[config.mk]
export PLATFORM = sky130hd
export DESIGN_NAME = uart_frame_tx
export DESIGN_NICKNAME = d
export VERILOG_FILES = /design/src/rtl/uart_tx_pkg.sv /design/src/rtl/uart_tx_framer.sv /design/src/rtl/uart_tx_seq.sv /design/src/rtl/uart_frame_tx.sv
export SDC_FILE = /design/constraint.sdc
export NUM_CORES = 1
export LEC_CHECK = 0
export BUFFER_PORTS_ARGS = -buffer_cell sky130_fd_sc_hd__buf_2
export CAP_MARGIN = 15
export CORE_MARGIN = 8
export CORE_UTILIZATION = 35
export CTS_BUF_LIST = sky130_fd_sc_hd__clkbuf_8
export DETAILED_ROUTE_END_ITERATION = 10
export GPL_TIMING_DRIVEN = 0
export PLACE_DENSITY_LB_ADDON = 0.15
export RECOVER_POWER = 25
export SLEW_MARGIN = 10
export SYNTH_ARGS = -nofsm -noshare
export SYNTH_HDL_FRONTEND = slang
export SYNTH_HIERARCHICAL = 1
export SYNTH_SLANG_ARGS = --single-unit
[constraint.sdc]
create_clock -name clk -period 2.87 [get_ports clk]
set_clock_uncertainty 0.1 [all_clocks]
set_input_delay 0.1435 -clock clk [delete_from_list [all_inputs] [get_ports clk]]
set_output_delay 0.1435 -clock clk [all_outputs]
set_load 0.01 [all_outputs]
[src/rtl/uart_tx_pkg.sv]
package uart_tx_pkg;

  typedef enum logic [1:0] {
    TX_IDLE  = 2'd0,
    TX_ARMED = 2'd1,
    TX_SEND  = 2'd2
  } tx_state_t;

  typedef struct packed {
    logic nine;
    logic par_en;
    logic par_odd;
    logic msb_first;
  } tx_cfg_t;

endpackage

[src/rtl/uart_tx_framer.sv]
module uart_tx_framer
  import uart_tx_pkg::*;
#(
  parameter int DATA_W  = 9,
  parameter int FRAME_W = DATA_W + 2,
  parameter int IDX_W   = $clog2(FRAME_W)
) (
  input  tx_cfg_t              cfg,
  input  logic [DATA_W-1:0]    data,
  output logic [FRAME_W-1:0]   frame,
  output logic [IDX_W-1:0]     last_idx
);

  localparam int BIT_IW = $clog2(DATA_W);

  // width of the character field between start and stop
  function automatic int field_width(input tx_cfg_t c);
    return c.nine ? DATA_W : DATA_W - 1;
  endfunction

  // number of real data bits inside the field
  function automatic int data_count(input tx_cfg_t c);
    return field_width(c) - (c.par_en ? 1 : 0);
  endfunction

  function automatic logic parity_of(input tx_cfg_t c, input logic [DATA_W-1:0] d);
    logic p;
    p = c.par_odd;
    for (int i = 0; i < DATA_W; i++) begin
      if (i < data_count(c)) p = p ^ d[BIT_IW'(i)];
    end
    return p;
  endfunction

  // frame is sent starting at bit 0: start, field, stop, then mark fill
  function automatic logic [FRAME_W-1:0] build_frame(input tx_cfg_t c,
                                                     input logic [DATA_W-1:0] d);
    logic [FRAME_W-1:0] f;
    int n;
    n = data_count(c);
    f = '1;
    f[0] = 1'b0;
    for (int i = 0; i < DATA_W; i++) begin
      if (i < n) begin
        if (c.msb_first) f[IDX_W'(i + 1)] = d[BIT_IW'(n - 1 - i)];
        else             f[IDX_W'(i + 1)] = d[BIT_IW'(i)];
      end
    end
    if (c.par_en) f[IDX_W'(n + 1)] = parity_of(c, d);
    return f;
  endfunction

  always_comb begin
    frame    = build_frame(cfg, data);
    last_idx = IDX_W'(field_width(cfg) + 1);
  end

endmodule

[src/rtl/uart_tx_seq.sv]
module uart_tx_seq
  import uart_tx_pkg::*;
#(
  parameter int FRAME_W = 11,
  parameter int IDX_W   = $clog2(FRAME_W)
) (
  input  logic               clk,
  input  logic               rst_n,
  input  logic               baud_tick,
  input  logic               load,
  input  logic [FRAME_W-1:0] frame_in,
  input  logic [IDX_W-1:0]   last_idx,
  output logic               tx_line,
  output logic               busy,
  output logic               done
);

  tx_state_t          state;
  logic [FRAME_W-1:0] shreg;
  logic [IDX_W-1:0]   idx;
  logic [IDX_W-1:0]   last_q;

  // named events for the assertions
  logic start_evt;
  logic stop_evt;
  logic shift_evt;

  assign start_evt = (state == TX_ARMED) && baud_tick;
  assign stop_evt  = (state == TX_SEND) && baud_tick && (idx == last_q);
  assign shift_evt = (state == TX_SEND) && baud_tick && !stop_evt;
  assign busy      = (state != TX_IDLE);

  always_ff @(posedge clk) begin
    if (!rst_n) begin
      state   <= TX_IDLE;
      shreg   <= '1;
      idx     <= '0;
      last_q  <= '0;
      tx_line <= 1'b1;
      done    <= 1'b0;
    end else begin
      done <= stop_evt;
      unique case (state)
        TX_IDLE: begin
          if (load) begin
            shreg  <= frame_in;
            last_q <= last_idx;
            state  <= TX_ARMED;
          end
        end
        TX_ARMED: begin
          if (start_evt) begin
            tx_line <= shreg[0];
            shreg   <= {1'b1, shreg[FRAME_W-1:1]};
            idx     <= '0;
            state   <= TX_SEND;
          end
        end
        TX_SEND: begin
          if (stop_evt) begin
            tx_line <= 1'b1;
            state   <= TX_IDLE;
          end else if (shift_evt) begin
            tx_line <= shreg[0];
            shreg   <= {1'b1, shreg[FRAME_W-1:1]};
            idx     <= idx + 1'b1;
          end
        end
        default: state <= TX_IDLE;
      endcase
    end
  end

  p_idle_mark_r1: assert property (@(posedge clk) disable iff (!rst_n)
    !busy |-> tx_line);

  p_start_low_r2: assert property (@(posedge clk) disable iff (!rst_n)
    start_evt |=> !tx_line);

  p_hold_r8: assert property (@(posedge clk) disable iff (!rst_n)
    !baud_tick |=> $stable(tx_line));

  p_done_pulse_r10: assert property (@(posedge clk) disable iff (!rst_n)
    done |=> !done);

  p_done_idle_r10: assert property (@(posedge clk) disable iff (!rst_n)
    done |-> (!busy && tx_line));

endmodule

[src/rtl/uart_frame_tx.sv]
module uart_frame_tx
  import uart_tx_pkg::*;
#(
  parameter int DATA_W = 9
) (
  input  logic              clk,
  input  logic              rst_n,
  input  logic              baud_tick,
  input  logic              cfg_nine,
  input  logic              cfg_par_en,
  input  logic              cfg_par_odd,
  input  logic              cfg_msb_first,
  input  logic              in_valid,
  output logic              in_ready,
  input  logic [DATA_W-1:0] in_data,
  output logic              tx_line,
  output logic              busy,
  output logic              frame_done
);

  localparam int FRAME_W = DATA_W + 2;
  localparam int IDX_W   = $clog2(FRAME_W);

  tx_cfg_t            cfg;
  logic [FRAME_W-1:0] frame;
  logic [IDX_W-1:0]   last_idx;
  logic               accept;

  assign cfg      = '{nine: cfg_nine, par_en: cfg_par_en,
                      par_odd: cfg_par_odd, msb_first: cfg_msb_first};
  assign in_ready = !busy;
  assign accept   = in_valid && in_ready;

  uart_tx_framer #(.DATA_W(DATA_W), .FRAME_W(FRAME_W), .IDX_W(IDX_W)) u_framer (
    .cfg      (cfg),
    .data     (in_data),
    .frame    (frame),
    .last_idx (last_idx)
  );

  uart_tx_seq #(.FRAME_W(FRAME_W), .IDX_W(IDX_W)) u_seq (
    .clk       (clk),
    .rst_n     (rst_n),
    .baud_tick (baud_tick),
    .load      (accept),
    .frame_in  (frame),
    .last_idx  (last_idx),
    .tx_line   (tx_line),
    .busy      (busy),
    .done      (frame_done)
  );

  p_accept_busy_r9: assert property (@(posedge clk) disable iff (!rst_n)
    accept |=> (busy && tx_line));

  p_busy_hold_r9: assert property (@(posedge clk) disable iff (!rst_n)
    (busy && !baud_tick) |=> busy);

endmodule

==> impl_summary.txt <==
----------------------------------------------------
[Run status]
  Outcome ... completed

[CTS]
  H-Tree Depth ... 1
  Cell chosen for the clock root ... sky130_fd_sc_hd__clkbuf_8
  Cts hold-fix bufs ... 0
  Clock transition at the registers of the reported paths ... 0.08 ns
  CTS buffer count ... 3
  Clock buffer depth ... 2
  Number of sinks on the clock net ... 23
  Clock insertion delay at the later pin of the skew report ... 0.26 ns
  CTS tree ... done

[Hold path]
  Kind of path behind the tightest hold check ... in2reg

[Place]
  Number of instances in the placed design ... 307
  Number of buffers inserted by port buffering ... 20
  Routability congestion estimate from global placement ... 0.776
  HPWL after detailed placement ... 3.33 mm

[Timing]
  Final hold violation count ... 0
  Setup repair after global routing missed its margin ... false
  Final Max Tran Viols ... 0
  Setup Viol. Count Final ... 0
  Total negative slack ... 0 ns
  Highest achievable clock rate ... 0.390 GHz
  Slew at the pin closest to its max-slew limit ... 0.719 ns
  Final worst-path cycle share ... 89.4%
  Max-slew headroom at the worst pin ... 51.6%
  Min cycle time layout ... 2.57 ns

[Global routing]
  Global-route wire length before repair ... 7.51 mm
  Via count of the first global-routing pass ... 1558
  GR met1 Demand/Resource ... 15.2%
  All-Layer GR Usage ... 11.9%
  Initial antenna violation count ... 0
  Met3 demand-to-capacity share in global routing ... 2.48%
  Most congested layer reported by global routing ... met2
  Remaining global-route overflow ... 0
  Global-route track usage on met2 ... 19.9%
  Largest net degree at the start of global routing ... 14

[Flow run]
  Maximum Capacitance Violations ... 0

[Power]
  P_leak ... 0.861 nW
  Overall power ... 1.46 mW
  Pwr dens ... 685 nW/um^2
  Maximum vdd drop ... 0.306 mV

[Final layout]
  Footprint of the multi-input gates ... 1280 um^2
  Final layout net count ... 269
  Area taken by flip-flops and latches ... 460 um^2
  Final core utilization ... 41.1%
  Non-filler cells, final ... 311
  Layout Area Growth over Synthesis ... 12.5%
  Antenna cell count ... 0
  Final-layout fill cell count ... 567
  Fraction of layout instances using a drive strength above 1 ... 18.7%

[Setup path]
  Type of origin of the critical path ... flop
  Worst Path Required ... 2.89 ns
  Critical path fanouts, max ... 10
  Type of the setup path with the least slack ... reg2reg
  CP Capture Type ... flop
  Arrival time reported for the critical path endpoint ... 2.59 ns

[Route]
  Number of DRC markers in iteration 0 ... 48
  First-pass iteration count of the detailed router ... 4
  # DRC ... 0
  Average via count per standard cell ... 5.14
  Routed WL ... 4.31 mm
  Residual antenna-violating net count after detailed routing ... 0
  Average wire per cell in the routed design ... 13.9 um
  Via count of the routed design ... 1600

[Synthesis]
  Share of Yosys cell area claimed by the top area cell type ... 24.4%
  Post-synthesis register bit count ... 23
  Gate count of the mapped netlist ... 216
  Number of distinct library cell variants in the gate-level netlist after synthesis ... 46
  Cell area after synthesis ... 1890 um^2
  Biggest area contributors in the synthesized netlist ... sky130_fd_sc_hd__dfxtp_1 (24%), sky130_fd_sc_hd__mux2i_1 (12%), sky130_fd_sc_hd__ha_1 (6.6%)
  Async set-reset flop share out of synthesis ... 0%
  Post-synth EDFFs ... 0
  Dominant register cell in the synthesized netlist ... sky130_fd_sc_hd__dfxtp_1
  Number of warnings issued by yosys ... 6
  Mean Syn Cell Area ... 8.75 um^2
  Cell taking the most area after synthesis ... sky130_fd_sc_hd__dfxtp_1
  Sequential share of the synthesized area ... 24.4%

[Die]
  Die width ... 89.5 um
  Die Y ... 89.5 um
  Starting density of the core ... 36.5%
  Number of placement rows ... 26
  Die area ... 8000 um^2
  IO Count ... 21
  Std-Cell Core Area ... 5170 um^2

----------------------------------------------------
==> final timing paths <==
path / start / to / slack [ns] / cells after the start
worst max-delay path: u_seq/state[0]$_SDFFE_PN0P_ / u_seq/shreg[9]$_SDFFE_PN1P_ / 0.30 / 10
worst min-delay path: baud_tick / u_seq/done$_SDFF_PN0_ / 0.09 / 3
worst max register to register: u_seq/state[0]$_SDFFE_PN0P_ / u_seq/shreg[9]$_SDFFE_PN1P_ / 0.30 / 10
worst min register to register: u_seq/last_q[0]$_SDFFE_PN0P_ / u_seq/last_q[0]$_SDFFE_PN0P_ / 0.37 / 2
==> flip-flops by register name (all words and copies together) (netlist names) <==
signal and cells:
u_seq/shreg 11, u_seq/state 2, u_seq/tx_line 1, u_seq/last_q 4, u_seq/idx 4, u_seq/done 1
==> where the power goes <==
part           internal, mW  total [mW]  leakage [nW]  switching, mW
Sequential            0.397       0.441         0.188         0.0436
Combinational         0.325       0.814         0.648          0.489
Clock                0.0969       0.200        0.0255          0.103
==> synthesized netlist by cell type (2+ instances only) <==
cell,instances
sky130_fd_sc_hd__dfxtp_1,23
sky130_fd_sc_hd__mux2i_1,22
sky130_fd_sc_hd__nand2_1,21
sky130_fd_sc_hd__a21oi_1,14
sky130_fd_sc_hd__inv_1,13
sky130_fd_sc_hd__a31oi_1,11
sky130_fd_sc_hd__ha_1,10
sky130_fd_sc_hd__nand3_1,9
sky130_fd_sc_hd__clkbuf_1,8
sky130_fd_sc_hd__nor2_1,8
sky130_fd_sc_hd__a2111oi_1,7
sky130_fd_sc_hd__buf_4,6
sky130_fd_sc_hd__o21ai_0,6
sky130_fd_sc_hd__xnor2_1,6
sky130_fd_sc_hd__a211oi_1,4
sky130_fd_sc_hd__xor2_1,4
sky130_fd_sc_hd__a2111oi_2,3
sky130_fd_sc_hd__buf_2,3
sky130_fd_sc_hd__mux4_1,3
sky130_fd_sc_hd__nor2b_1,3
sky130_fd_sc_hd__conb_1,2
sky130_fd_sc_hd__mux4_2,2
sky130_fd_sc_hd__nand2b_1,2
sky130_fd_sc_hd__nor3_1,2
sky130_fd_sc_hd__nor3b_1,2
sky130_fd_sc_hd__o22ai_1,2
==> repair_timing <==
| item | CTS | global route |
|---|---|---|
| gates resized for setup | 1 | 2 |
| setup endpoints to repair | 1 | 4 |
| gates cloned | 0 | 0 |
| setup buffers | 0 | 0 |
==> metrics by stage <==
stage	instance area (um^2)	hold WS [ns]	setup slack, ns
global route	2130	0.113	0.0385
floorplan	1890	0.208	0.608
CTS	2130	0.0774	0.181
finish	2130	0.0869	0.304
detailed placement	2080	0.363	0.0399
global placement	2080	0.361	0.0588
==> cell type report <==
type,count,share of cell area [%]
Sequential cell,23,21.7
Inverter,13,2.30
Timing Repair Buffer,20,4.47
Clock inverter,1,0.235
Clock buffer,3,1.94
Tap cell,70,4.12
Multi-Input combinational cell,161,60.0
Buffer,20,5.24
==> metal layers <==
metal	up-vias	routed length [um]
met2	10	2100
li1	838	-
met4	0	18
met1	750	2090
met3	2	109
met5	-	0
==> worst max-delay path, cell delays in order, from the launching register on <==
cell and delay, ns:
sky130_fd_sc_hd__dfxtp_1 0.35, sky130_fd_sc_hd__inv_1 0.11, sky130_fd_sc_hd__ha_1 0.15, sky130_fd_sc_hd__clkbuf_1 0.31, sky130_fd_sc_hd__inv_1 0.16, sky130_fd_sc_hd__nor2b_2 0.32
sky130_fd_sc_hd__mux2i_1 0.16, sky130_fd_sc_hd__nor3_1 0.27, sky130_fd_sc_hd__a21o_1 0.15, sky130_fd_sc_hd__buf_2 0.23, sky130_fd_sc_hd__a31oi_1 0.12
==> layout by cell type (no fill, tap or decap), drive strengths merged, types with 2 or more instances in the layout <==
cell type	count
nor3	2
nand3	9
a2111oi	11
conb	3
clkbuf	16
xnor2	6
nor3b	2
mux2i	22
o22ai	2
nor2	8
o21ai	6
ha	10
a21oi	14
nand2	21
buf	27
nor2b	3
nand2b	2
xor2	4
dfxtp	23
a31oi	11
mux4	5
a211oi	5
inv	13
==> logic make-up after synthesis <==
kind of cell               after synthesis  synth area share (%)
DFF                                     23                  24.4
other                                    2                 0.397
xor gates and xnor gates                11                  5.89
AOI/OAI and AO/OA                       55                  21.6
muxes                                   28                  18.8
adders and majority gates               10                  6.62
buffers and inverters                   33                  8.41
and+or+nand+nor                         54                  13.9
Power figures use the tool's default switching activity.
